File: src/rtl/aclk_pkg.sv
package aclk_pkg;
  typedef logic [1:0] sel_t;
  localparam sel_t SEL_MUTE = 2'd3;

  // crystal output offers only /1 and /2; upper codes mute
  function automatic sel_t xout_map(sel_t s);
    return s[1] ? SEL_MUTE : s;
  endfunction
endpackage

File: src/rtl/aclk_chain.sv
module aclk_chain #(
  parameter int FS_LOG = 8,
  parameter int CW     = FS_LOG + 3
) (
  input  logic          clk,
  input  logic          rst,
  input  logic          lock_i,
  input  logic          pll_edge_i,
  input  logic          xtal_edge_i,
  input  logic          pll_hi_i,
  input  logic          xtal_hi_i,
  output logic [CW-1:0] cnt_o,
  output logic          blank_o,
  output logic          lock_o,
  output logic          hi_o
);
  localparam logic [CW-1:0] LAST_LO = CW'((1 << (FS_LOG + 1)) - 1);
  localparam logic [CW-1:0] LAST_HI = CW'((1 << (FS_LOG + 2)) - 1);

  logic [CW-1:0] cnt_q;
  logic          blank_q, lock_q;
  logic          step_w, hi_w;
  logic [CW-1:0] last_w;

  always_comb begin
    step_w = lock_q ? pll_edge_i : xtal_edge_i;
    hi_w   = lock_q ? pll_hi_i : xtal_hi_i;
    last_w = hi_w ? LAST_HI : LAST_LO;
  end

  always_ff @(posedge clk) begin
    if (rst) begin
      cnt_q   <= '0;
      blank_q <= 1'b0;
      lock_q  <= lock_i;
    end else if (lock_i != lock_q) begin
      lock_q  <= lock_i;
      blank_q <= 1'b1;
      cnt_q   <= '0;
    end else if (step_w) begin
      if (blank_q && cnt_q == last_w) begin
        cnt_q   <= '0;
        blank_q <= 1'b0;
      end else begin
        cnt_q <= cnt_q + 1'b1;
      end
    end
  end

  assign cnt_o   = cnt_q;
  assign blank_o = blank_q;
  assign lock_o  = lock_q;
  assign hi_o    = hi_w;


  lock_chg_blank_chk: assert property (@(posedge clk) disable iff (rst)
    (lock_i != lock_q) |=> (blank_q && cnt_q == '0));


  blank_restart_chk: assert property (@(posedge clk) disable iff (rst)
    $fell(blank_q) |-> (cnt_q == '0));
endmodule

File: src/rtl/aclk_gate.sv
module aclk_gate
  import aclk_pkg::*;
#(
  parameter int CW = 11,
  parameter int IW = $clog2(CW + 1)
) (
  input  logic          clk,
  input  logic          rst,
  input  logic [CW-1:0] cnt_i,
  input  logic [IW-1:0] base_i,
  input  sel_t          req_i,
  input  logic          blank_i,
  input  logic          hold_i,
  output logic          clk_o
);
  localparam int EW = 1 << IW;

  sel_t          sel_q;
  logic          clk_q;
  logic [IW-1:0] idx_w;
  logic [EW-1:0] ext_w;
  logic          bit_w;

  always_comb begin
    idx_w = base_i + IW'(sel_q);
    ext_w = EW'(cnt_i);
    bit_w = (sel_q == SEL_MUTE) ? 1'b0 : ext_w[idx_w];
  end

  always_ff @(posedge clk) begin
    if (rst) begin
      sel_q <= SEL_MUTE;
      clk_q <= 1'b0;
    end else begin
      if (blank_i || !bit_w) sel_q <= req_i;
      clk_q <= bit_w & ~hold_i;
    end
  end

  assign clk_o = clk_q;


  mute_low_chk: assert property (@(posedge clk) disable iff (rst)
    (sel_q == SEL_MUTE) |=> !clk_q);


  sel_lowphase_chk: assert property (@(posedge clk) disable iff (rst)
    (sel_q != $past(sel_q)) |-> ($past(blank_i) || !$past(bit_w)));
endmodule

File: src/rtl/audio_clk_gen.sv
module audio_clk_gen
  import aclk_pkg::*;
#(
  parameter int FS_LOG  = 8,
  parameter int BPF_LOG = 6
) (
  input  logic       clk,
  input  logic       rst,
  input  logic       pll_edge,
  input  logic       xtal_edge,
  input  logic       pll_locked,
  input  logic       slave_mode,
  input  logic       pll_src_hi,
  input  logic       xtal_src_hi,
  input  logic [1:0] pll_mclk_sel,
  input  logic [1:0] xtal_mclk_sel,
  input  logic [1:0] xtal_bclk_sel,
  input  logic [1:0] xtal_fclk_sel,
  input  logic [1:0] pll_sbclk_sel,
  input  logic [1:0] pll_sfclk_sel,
  input  logic [1:0] xout_sel,
  output logic       mclk_o,
  output logic       bclk_o,
  output logic       bclk_oe,
  output logic       fclk_o,
  output logic       fclk_oe,
  output logic       sbclk_o,
  output logic       sfclk_o,
  output logic       xclk_o
);
  localparam int CW    = FS_LOG + 3;
  localparam int IW    = $clog2(CW + 1);
  localparam int NOUT  = 5;
  localparam int XCW   = 2;
  localparam int XIW   = $clog2(XCW + 1);
  localparam int PB    = FS_LOG - BPF_LOG;  // 64fs position
  localparam int XF    = FS_LOG - 2;        // 4fs position on crystal path

  logic [CW-1:0] cnt_w;
  logic          blank_w, lock_w, hi_w;

  aclk_chain #(.FS_LOG(FS_LOG), .CW(CW)) u_chain (
    .clk        (clk),
    .rst        (rst),
    .lock_i     (pll_locked),
    .pll_edge_i (pll_edge),
    .xtal_edge_i(xtal_edge),
    .pll_hi_i   (pll_src_hi),
    .xtal_hi_i  (xtal_src_hi),
    .cnt_o      (cnt_w),
    .blank_o    (blank_w),
    .lock_o     (lock_w),
    .hi_o       (hi_w)
  );

  // output order: mclk, bclk, fclk, sbclk, sfclk
  logic [IW-1:0] base_a [NOUT];
  sel_t          req_a  [NOUT];
  logic          hold_a [NOUT];
  logic          out_a  [NOUT];
  logic [IW-1:0] h_w;

  always_comb begin
    h_w = IW'(hi_w);
    base_a[0] = '0;
    req_a[0]  = lock_w ? pll_mclk_sel : xtal_mclk_sel;
    hold_a[0] = blank_w;
    base_a[1] = lock_w ? IW'(PB) + h_w : h_w;
    req_a[1]  = lock_w ? sel_t'(0) : xtal_bclk_sel;
    hold_a[1] = blank_w | slave_mode;
    base_a[2] = lock_w ? IW'(FS_LOG) + h_w : IW'(XF) + h_w;
    req_a[2]  = lock_w ? sel_t'(0) : xtal_fclk_sel;
    hold_a[2] = blank_w | slave_mode;
    base_a[3] = lock_w ? IW'(PB - 1) + h_w : h_w;
    req_a[3]  = lock_w ? pll_sbclk_sel : xtal_bclk_sel;
    hold_a[3] = blank_w;
    base_a[4] = lock_w ? IW'(FS_LOG - 1) + h_w : IW'(XF) + h_w;
    req_a[4]  = lock_w ? pll_sfclk_sel : xtal_fclk_sel;
    hold_a[4] = blank_w;
  end

  for (genvar g = 0; g < NOUT; g++) begin : g_out
    aclk_gate #(.CW(CW), .IW(IW)) u_gate (
      .clk    (clk),
      .rst    (rst),
      .cnt_i  (cnt_w),
      .base_i (base_a[g]),
      .req_i  (req_a[g]),
      .blank_i(blank_w),
      .hold_i (hold_a[g]),
      .clk_o  (out_a[g])
    );
  end

  // crystal output stage, independent of lock
  logic [XCW-1:0] xcnt_q;
  always_ff @(posedge clk) begin
    if (rst)            xcnt_q <= '0;
    else if (xtal_edge) xcnt_q <= xcnt_q + 1'b1;
  end

  aclk_gate #(.CW(XCW), .IW(XIW)) u_xgate (
    .clk    (clk),
    .rst    (rst),
    .cnt_i  (xcnt_q),
    .base_i ('0),
    .req_i  (xout_map(xout_sel)),
    .blank_i(1'b0),
    .hold_i (1'b0),
    .clk_o  (xclk_o)
  );

  always_ff @(posedge clk) begin
    if (rst) begin
      bclk_oe <= 1'b0;
      fclk_oe <= 1'b0;
    end else begin
      bclk_oe <= ~slave_mode;
      fclk_oe <= ~slave_mode;
    end
  end

  assign mclk_o  = out_a[0];
  assign bclk_o  = out_a[1];
  assign fclk_o  = out_a[2];
  assign sbclk_o = out_a[3];
  assign sfclk_o = out_a[4];


  slave_quiet_chk: assert property (@(posedge clk) disable iff (rst)
    slave_mode |=> (!bclk_oe && !fclk_oe && !bclk_o && !fclk_o));
endmodule

File: config.mk
export PLATFORM = sky130hd
export DESIGN_NAME = audio_clk_gen
export DESIGN_NICKNAME = d
export VERILOG_FILES = /design/src/rtl/aclk_pkg.sv /design/src/rtl/aclk_chain.sv /design/src/rtl/aclk_gate.sv /design/src/rtl/audio_clk_gen.sv
export SDC_FILE = /design/constraint.sdc
export NUM_CORES = 1
export LEC_CHECK = 0
export BUFFER_PORTS_ARGS = -buffer_cell sky130_fd_sc_hd__clkbuf_2
export CAP_MARGIN = 20
export CORE_AREA = 4 4 77 79
export DETAILED_ROUTE_END_ITERATION = 16
export DIE_AREA = 0 0 81 83
export GPL_ROUTABILITY_DRIVEN = 0
export SLEW_MARGIN = 5
export SYNTH_ARGS = -nofsm -noshare
export SYNTH_HDL_FRONTEND = slang
export SYNTH_SLANG_ARGS = --single-unit
File: constraint.sdc
create_clock -name clk -period 2.7 [get_ports clk]
set_input_delay 0.405 -clock clk [delete_from_list [all_inputs] [get_ports clk]]
set_output_delay 0.405 -clock clk [all_outputs]
set_load 0.05 [all_outputs]
Yosys cells after proc, flatten, opt, wreduce, memory -nomap -nowiden --
Cells that the tools add are included.
Word-level totals: register bits after elaboration 34, input port bits 22, output and inout bits 8, word-level logic and storage cells 104
Operators by class: add/subtract/negate cells 11, order comparisons 6, eq/ne operators 8, muxes and demuxes 37, bitwise operators 9, reductions and logical operators 16
Operators by type and width (count):
- $lt A4 B5 Y1 const B | 4
- $mux W1 | 19
- $bmux W1 S4 | 4
- $mux W2 | 7
- $eq A2 B2 Y1 const B | 6
- $add A11 B1 Y11 const B | 1
- $eq A11 B11 Y1 | 1
- $mux W11 | 1
- $mux W10 | 1
- $add A3 B1 Y4 const A | 2
- $add A4 B2 Y4 | 2
- $mux W4 | 2
- $reduce_bool A2 Y1 | 3
- $and A1 B1 Y1 | 5
- $logic_not A1 Y1 | 5
- $logic_or A1 B1 Y1 | 5
- $lt A2 B5 Y1 const B | 1
- $add A3 B2 Y4 | 1
- $add A4 B1 Y4 const A | 1
- $bmux W1 S2 | 2
- $add A2 B1 Y3 const A | 1
- $add A2 B2 Y3 | 1
- $lt A2 B3 Y1 const B | 1
- $mux W3 | 1
- other kinds (8) | 10

Logic depth before layout (Yosys ltp) --
Gate-level depths: netlist of the first run.
depth after elaboration 9, depth in mapped cells 11, depth with buffers taken out 10

Hierarchy --
A second synthesis of the first run with hierarchy kept.
Unflattened totals: cells, all modules 303, area, all modules 3016.6 um^2
By module, submodules not included:
- aclk_gate at g_out[0].u_gate ... | times used 5, cells an instance 37, area each 379.1 um^2, seq. area each 60.1 um^2
- aclk_chain | times used 1, cells an instance 67, area each 646.9 um^2, seq. area each 270.3 um^2
- audio_clk_gen | times used 1, cells an instance 28, area each 262.8 um^2, seq. area each 60.1 um^2
- aclk_gate at u_xgate | times used 1, cells an instance 23, area each 211.5 um^2, seq. area each 60.1 um^2

Worst setup path before layout of the first run --
Ideal clock, no wire load.
path type register -> register, start reg u_chain.lock_q (netlist: u_chain.lock_o), end reg g_out[4].u_gate.sel_q[0], setup time 130 ps, arrival 2771 ps, required time 2570 ps, setup slack -202 ps, cell stages (with the launch flop) 10, buffers on the path 1, period minus slack after synthesis 2902 ps, cells stage by stage edfxtp_1 buf_4 mux2_4 ha_1 ha_1 fa_1 mux2_2 o211ai_1 and4bb_1 a22oi_1
Between the ends: cells in the longest elaborated chain, start to end 9, elaborated cells on any way between the ends 11, those cells by class 3 x add/sub; 6 x mux; 2 x reduce/logical
Ends and longest elaborated chain:
- start: declaration | line aclk_chain.sv:21 | logic blank_q, lock_q;
- start signal: assignment | line aclk_chain.sv:35 | lock_q <= lock_i;
- start signal: assignment | line aclk_chain.sv:37 | lock_q <= lock_i;
- $mux W1 | line aclk_chain.sv:27 | hi_w = lock_q ? pll_hi_i : xtal_hi_i;
- $add A3 B1 Y4 | line audio_clk_gen.sv:77 | base_a[4] = lock_w ? IW'(FS_LOG - 1) + h_w : IW'(XF) + h_w;
- $mux W4 | line audio_clk_gen.sv:77
- $add A4 B2 Y4 | line aclk_gate.sv:25 | idx_w = base_i + IW'(sel_q);
- $bmux W1 S4 | line aclk_gate.sv:27 | bit_w = (sel_q == SEL_MUTE) ? 1'b0 : ext_w[idx_w];
- $mux W1 (implied by the code) | line aclk_gate.sv:27
- $mux W1 | line aclk_gate.sv:27
- $logic_not A1 Y1 | line aclk_gate.sv:35 | if (blank_i || !bit_w) sel_q <= req_i;
- $logic_or A1 B1 Y1 | line aclk_gate.sv:35
- end signal: assignment | line aclk_gate.sv:35
- end: declaration | line aclk_gate.sv:18 | sel_t sel_q;
Several ways; a longest one is shown, not always the timed one. The select of a mux whose other input is x is not followed. A chain may end at the register's enable or synchronous reset.

Worst setup path in the final report of the first run --
start reg u_chain.lock_q (netlist: u_chain.lock_o), end reg g_out[3].u_gate.sel_q[1]
Between the ends: cells in the longest elaborated chain, start to end 9, elaborated cells on any way between the ends 10, those cells by class 2 x add/sub; 6 x mux; 2 x reduce/logical
Ends and longest elaborated chain:
- $mux W1 | line aclk_chain.sv:27
- $add A1 B1 Y2 | line audio_clk_gen.sv:74 | base_a[3] = lock_w ? IW'(PB - 1) + h_w : h_w;
- $mux W2 | line audio_clk_gen.sv:74
- $add A2 B2 Y3 | line aclk_gate.sv:25
- $bmux W1 S4 | line aclk_gate.sv:27
- $mux W1 (implied by the code) | line aclk_gate.sv:27
- $mux W1 | line aclk_gate.sv:27
- $logic_not A1 Y1 | line aclk_gate.sv:35
- $logic_or A1 B1 Y1 | line aclk_gate.sv:35
- end signal: assignment | line aclk_gate.sv:35
- end: declaration | line aclk_gate.sv:18
Several ways; a longest one is shown, not always the timed one. The select of a mux whose other input is x is not followed.

==> results of run 1 <==
Yosys cell counts (all sizes together), types with 4 or more instances:
library cell and instances:
dfxtp 33, nor2 26, inv 14, mux2i 14, xnor2 13, ha 11
a21oi 9, nand2 9, buf 7, mux4 7, nor3 7, nor2b 6
nand2b 5, xor2 5, a211o 4, fa 4
worst max-delay path: stages, from the launching register on:
cell,delay [ps]
sky130_fd_sc_hd__edfxtp_1,410
sky130_fd_sc_hd__mux2_4,330
sky130_fd_sc_hd__ha_4,310
sky130_fd_sc_hd__ha_4,130
sky130_fd_sc_hd__inv_2,30
sky130_fd_sc_hd__fa_1,500
sky130_fd_sc_hd__mux4_2,310
sky130_fd_sc_hd__mux2i_2,180
sky130_fd_sc_hd__a211o_2,160
sky130_fd_sc_hd__a21oi_1,60
sky130_fd_sc_hd__or2_1,210
final timing paths:
check / endpoint / slack [ps] / cells past startpoint
worst max-delay path: g_out[3].u_gate.sel_q[1]$_SDFFE_PP1N_ / -40 / 10
worst min-delay path: g_out[1].u_gate.clk_o$_SDFF_PP0_ / 300 / 2
worst max register to register: g_out[3].u_gate.sel_q[1]$_SDFFE_PP1N_ / -40 / 10
worst min register to register: u_xgate.clk_o$_SDFF_PP0_ / 470 / 1
repair_timing:
item	in CTS	in global routing
setup endpoints to repair	4	10
gates resized for setup	1	19
pin swaps	2	12
buffers inserted	2	6
sequential cells by signal (all words and copies together) (netlist names):
register and flops:
u_chain.cnt_o 11, g_out.u_gate.sel_q 10, g_out.u_gate.clk_o 5, u_xgate.sel_q 2, xcnt_q 2, fclk_oe 1
u_chain.blank_o 1, u_chain.lock_o 1, u_xgate.clk_o 1
per-layer routing:
layer / share of wire [%] / GRT usage, % / vias up / routed length [um]
li1: - / - / 828 / -
met1: 50 / 20.5 / 737 / 2180
met2: 44 / 21.8 / 37 / 1930
met3: 4.5 / 3.04 / 8 / 194
met4: 1.4 / 4.15 / 0 / 63
met5: 0 / 0 / - / 0
where the power goes:
part | switching [mW] | internal (mW)
combinational | 0.175 | 0.203
clock | 0.181 | 0.276
sequential | 0.0349 | 0.531
layout make-up:
| cell class | count | share of cell area, % |
|---|---|---|
| sequential | 34 | 26.8 |
| timing repair buffer | 43 | 9.99 |
| tap | 72 | 3.49 |
| inverter | 14 | 2.04 |
| clock buffer | 7 | 2.96 |
| clock inverter | 1 | 1.16 |
| multi-input combinational | 157 | 53.6 |
logic make-up (layout without fill, tap and decap cells):
kind of cell / after synthesis / after routing
xor gates and xnor gates: 18 / 18
buffers and inverters: 24 / 65
muxes: 24 / 24
DFF: 34 / 34
and+or+nand+nor: 69 / 69
AOI/OAI and AO/OA: 31 / 31
adders and majority gates: 15 / 15
==> results.yml, run 1 <==
synthesis:
  postSynthCellCount: 215
  yosys_register_bits: 34
  synthesized_area_fraction_occupied_by_and_or_nand_nor_cells_pct: 16.9
  synth_top_family_by_area: "simple AND/OR/NAND/NOR gates"
  syn_nets: 252
  synthArstFlopShare_pct: 0
  synth_enable_flop_cells: 1
  yosys.cell_types.count: 42
  yosys_top_cell_area_share_pct: 31.9
  post_synth_main_area_contributors: "sky130_fd_sc_hd__dfxtp_1 32%, sky130_fd_sc_hd__mux4_2 7.6%, sky130_fd_sc_hd__mux2i_1 6.8%"
  yosys_warnings: 0
  synth_compound_area_share_pct: 10.2
  synth_xor_area_share_pct: 7.60
  primary_ff_master_synth: "sky130_fd_sc_hd__dfxtp_1"
  synthAdderAreaFrac_pct: 10.5
  synth.largest_area_cell: "sky130_fd_sc_hd__dfxtp_1"
  synth.area.mux_share_pct: 16.4
  syn_avg_cell_area_um2: 9.64
  ys_seq_area_share_pct: 33.3
  synth.cell_area_um2: 2070
power:
  power_leakage_nw: 1.09
  power-per-cell-area_nw_per_um2: 543
  worst_ir_drop_vdd_uv: 261
  totalPowerFinal_mw: 1.40
min_path:
  hold_start: "slave_mode"
  timing.hold.worst.class: "input pin to flop"
detailed_routing:
  routed_wl_um: 4360
  detail_route.drc_violations: 0
  viasPerCell: 4.91
  post_drt_wl_per_cell_um: 13.3
  ant_nets: 0
  drt_first_pass_iters: 4
  drt_first_iter_violations: 70
  count_of_vias_placed_by_the_detailed_router: 1610
floorplanning:
  core_area_um2: 5340
  chipHeight_um: 83
  die_w_um: 81
  die_area_um2: 6720
  start_util_pct: 38.8
  row_count: 27
  ios: 30
outcome:
  violations: "negative setup slack"
  outcome: "finished, violations left"
worst_setup_path:
  worst-endpoint-arrival_ps: 2910
  timing.rr.start: "u_chain.lock_o$_DFFE_PP_"
  crit_path_end_kind: "flop"
  critPathLaunch: "u_chain.lock_o$_DFFE_PP_"
  worst-endpoint-required_ps: 2870
  startpoint_type: "flop"
  critical_path_type: "flop to flop"
  crit_path_max_fanout: 3
clocking:
  clock_insertion_delay_worst_skew_ps: 280
  cts_h_tree_lvls: 2
  tritoncts.num_buffers: 5
  maximum_clock_path_buffer_count: 2
  sink_count: 34
  tritoncts: "done"
  cts-root-buf: "sky130_fd_sc_hd__clkbuf_8"
  clk_transition_reported_paths_ps: 70
  cts_hold_buffers: 0
sta:
  max_slew.worst_pin.slew_ps: 519
  fin_skew_ps: 9.99
  whs_ps: 299
  timing_max_transition_violations_final: 0
  final_critical_path_setup_slack_ps: -41.2
  final_min_period_over_clock_period_pct: 102
  timing.max_slew.rel_slack_pct: 65.3
  max_freq_mhz: 365
  final-hold-violation-count: 0
  setup_tns_ps: -121
  count_of_endpoints_failing_setup_in_the_final_report: 4
  grt_setup_unrepaired: "yes"
  finalCriticalPeriod_ps: 2740
placement:
  post-dp-hpwl_um: 3250
  post-place-ws_ps: -120
  dpl_cell_area_um2: 2340
  port-buffer-count: 29
  placedCellCount: 313
final_layout:
  commonest_cells_after_routing_fill_and_taps_aside: "33 x sky130_fd_sc_hd__dfxtp_1, 29 x sky130_fd_sc_hd__clkbuf_2, 25 x sky130_fd_sc_hd__nor2_1, 13 x sky130_fd_sc_hd__xnor2_1, 13 x sky130_fd_sc_hd__mux2i_1"
  seqCellArea_um2: 691
  design.final.nets: 292
  fin_util_pct: 48.3
  mostFrequentLayoutCell: "sky130_fd_sc_hd__dfxtp_1"
  multiInputGateArea_um2: 1380
  stdcell_count: 328
  final.fill_count: 522
  area_growth_syn_to_layout_pct: 24.4
  stdcell_area_um2: 2580
  fraction_of_final_layout_cells_sized_beyond_drive_strength_1_pct: 30.5
  diodes: 0
global_routing:
  first_pass_grt_wire_length_um: 7750
  remaining_global_route_overflow: 0
  grt_usage_pct: 14.4
  grt_max_degree: 18
  grt_pass1_vias: 1641
  antenna_found_initial: 0
flow_run:
  timing.max_cap.violations: 0
No activity file was read; power rests on OpenSTA's default activity.
==> run 2, diff against run 1 <==
- BUFFER_PORTS_ARGS: -buffer_cell sky130_fd_sc_hd__clkbuf_2 -> -buffer_cell sky130_fd_sc_hd__buf_2
==> run 2 against run 1 <==
The flow still finishes with violations (negative setup slack). Non-clock buffer count fell by 1. Clock power barely moved. Power rose by 0.39%. Clock-buffer cell count did not move. Sequential share of layout area rose by 0.065 points. Routed wire length rose by 2.4%. Core utilization fell by 0.12 points. Critical path depth fell by 2. Via count rose by 2.7%. First-iteration DRC count rose by 7.1%. Fmax fell by 1.2%. Clock skew barely moved.
==> results.yml, run 2 (synthesis gave the netlist of run 1 again) <==
outcome:
  outcome: "finished, violations left"
  violations: "negative setup slack"
sta:
  setup_tns_ps: -351
  timing_max_transition_violations_final: 0
  grt_setup_unrepaired: "yes"
  final_critical_path_setup_slack_ps: -75.2
  final-hold-violation-count: 0
  count_of_endpoints_failing_setup_in_the_final_report: 9
  timing.max_slew.rel_slack_pct: 64.5
  finalCriticalPeriod_ps: 2780
  final_min_period_over_clock_period_pct: 103
  max_slew.worst_pin.slew_ps: 532
  max_freq_mhz: 360
  fin_skew_ps: 9.51
global_routing:
  grt_pass1_vias: 1565
  first_pass_grt_wire_length_um: 7330
  antenna_found_initial: 0
  grt_usage_pct: 13.6
  remaining_global_route_overflow: 0
  grt_max_degree: 25
floorplanning:
  ios: 30
  row_count: 27
  start_util_pct: 38.8
  die_w_um: 81
  die_area_um2: 6720
  core_area_um2: 5340
  chipHeight_um: 83
detailed_routing:
  drt_first_pass_iters: 4
  viasPerCell: 5.06
  routed_wl_um: 4470
  count_of_vias_placed_by_the_detailed_router: 1653
  post_drt_wl_per_cell_um: 13.7
  ant_nets: 0
  drt_first_iter_violations: 75
  detail_route.drc_violations: 0
power:
  worst_ir_drop_vdd_uv: 281
  cell_internal_power_dissipation_mw: 1.01
  totalPowerFinal_mw: 1.41
  power_switching_share_pct: 28.2
  p_switching_mw: 0.396
  power-per-cell-area_nw_per_um2: 546
  pwr-share-clk_pct: 32.7
  power_leakage_nw: 1.09
  seq_power_share_pct: 40.3
  power.combinational.fraction_pct: 27.0
worst_setup_path:
  startpoint_type: "flop"
  worst-endpoint-required_ps: 2850
  crit_path_max_fanout: 4
  critical_path_type: "flop to flop"
  worst-endpoint-arrival_ps: 2920
  max_stage_delay_ps: 580
  cpLargestDelayFamily: "adder cells"
  crit_path_end_kind: "flop"
  worstPathCellList: "mux2_4 -> ha_4 -> ha_4 -> fa_2 -> mux2_4 -> o211ai_1 -> and4bb_1 -> a22oi_1"
  path_buf_inv: 0
  worst_path_max_delay_cell: "sky130_fd_sc_hd__fa_2"
clocking:
  maximum_clock_path_buffer_count: 2
  sink_count: 34
  tritoncts: "done"
  cts_hold_buffers: 0
  cts-root-buf: "sky130_fd_sc_hd__clkbuf_8"
  tritoncts.num_buffers: 5
  cts_h_tree_lvls: 2
  clk_transition_reported_paths_ps: 70
  clock_insertion_delay_worst_skew_ps: 280
final_layout:
  mostFrequentLayoutCell: "sky130_fd_sc_hd__dfxtp_1"
  max_ffs_per_register: 11
  final.fill_count: 542
  fraction_of_final_layout_cells_sized_beyond_drive_strength_1_pct: 29.8
  multiInputGateArea_um2: 1380
  stdcell_area_um2: 2570
  stdcell_count: 327
  diodes: 0
  design.final.nets: 291
  area_growth_syn_to_layout_pct: 24.1
  commonest_cells_after_routing_fill_and_taps_aside: "33 x sky130_fd_sc_hd__dfxtp_1, 29 x sky130_fd_sc_hd__buf_2, 26 x sky130_fd_sc_hd__nor2_1, 14 x sky130_fd_sc_hd__mux2i_1, 13 x sky130_fd_sc_hd__xnor2_1"
  seqCellArea_um2: 691
min_path:
  timing.hold.worst.class: "input pin to flop"
placement:
  dpl_cell_area_um2: 2340
  post-dp-hpwl_um: 3210
  post-place-ws_ps: -142
  placedCellCount: 313
  port-buffer-count: 29
flow_run:
  timing.max_cap.violations: 0
## run 2: through the flow
| step | utilization [%] | hold WS, ps |
|---|---|---|
| 5_1_grt | 48.2 | 298 |
| 3_5_place_dp | 43.8 | 461 |
| 6_report | 48.2 | 295 |
| 2_1_floorplan | - | 428 |
| 3_3_place_gp | 43.8 | 454 |
| 4_1_cts | 46.1 | 283 |
## run 2: final timing paths
check	depth (start not counted)	end	start	slack, ps
hold reg to reg	1	u_xgate.clk_o$_SDFF_PP0_	u_xgate.sel_q[1]$_SDFFE_PP1N_	460
setup reg to reg	8	g_out[4].u_gate.sel_q[1]$_SDFFE_PP1P_	u_chain.lock_o$_DFFE_PP_	-80
hold / removal	2	g_out[1].u_gate.clk_o$_SDFF_PP0_	slave_mode	290
setup / recovery	8	g_out[4].u_gate.sel_q[1]$_SDFFE_PP1P_	u_chain.lock_o$_DFFE_PP_	-80
## run 2: worst register-to-register path, delay by kind of cell, from the launching register on
kind	cells	cell delay, ps
adders and majority gates	3	1000
muxes	2	650
DFF	1	420
AOI/OAI and AO/OA	2	310
and+or+nand+nor	1	260
## run 2: final cells by class
type	count	share of cell area, %
sequential	34	26.8
multi-input combinational	157	53.5
timing repair buffer	42	9.87
inverter	14	2.19
clock buffer	7	2.97
clock inverter	1	1.17
tap	72	3.50
## run 2: what timing repair did
action                     CTS  global route
setup buffers                0             6
resized for setup            5            15
pin swaps                    5             6
setup endpoints to repair    4            10
## run 2: layer usage
metal  vias up  track usage [%]  part of all wire (%)
li1        825                -                     -
met1       778             18.8                    48
met2        40             21.1                    47
met3        10             2.71                   3.9
met4         0             3.99                   1.2
met5         -                0                     0
## run 2: power groups by stage
stage	sequential (mW)	clock, mW	combinational [mW]
finish	0.567	0.460	0.379
global route	0.571	0.495	0.417
CTS	0.565	0.470	0.344
detailed placement	0.575	0	0.331
global placement	0.575	0	0.326
floorplan	0.571	0	0.259
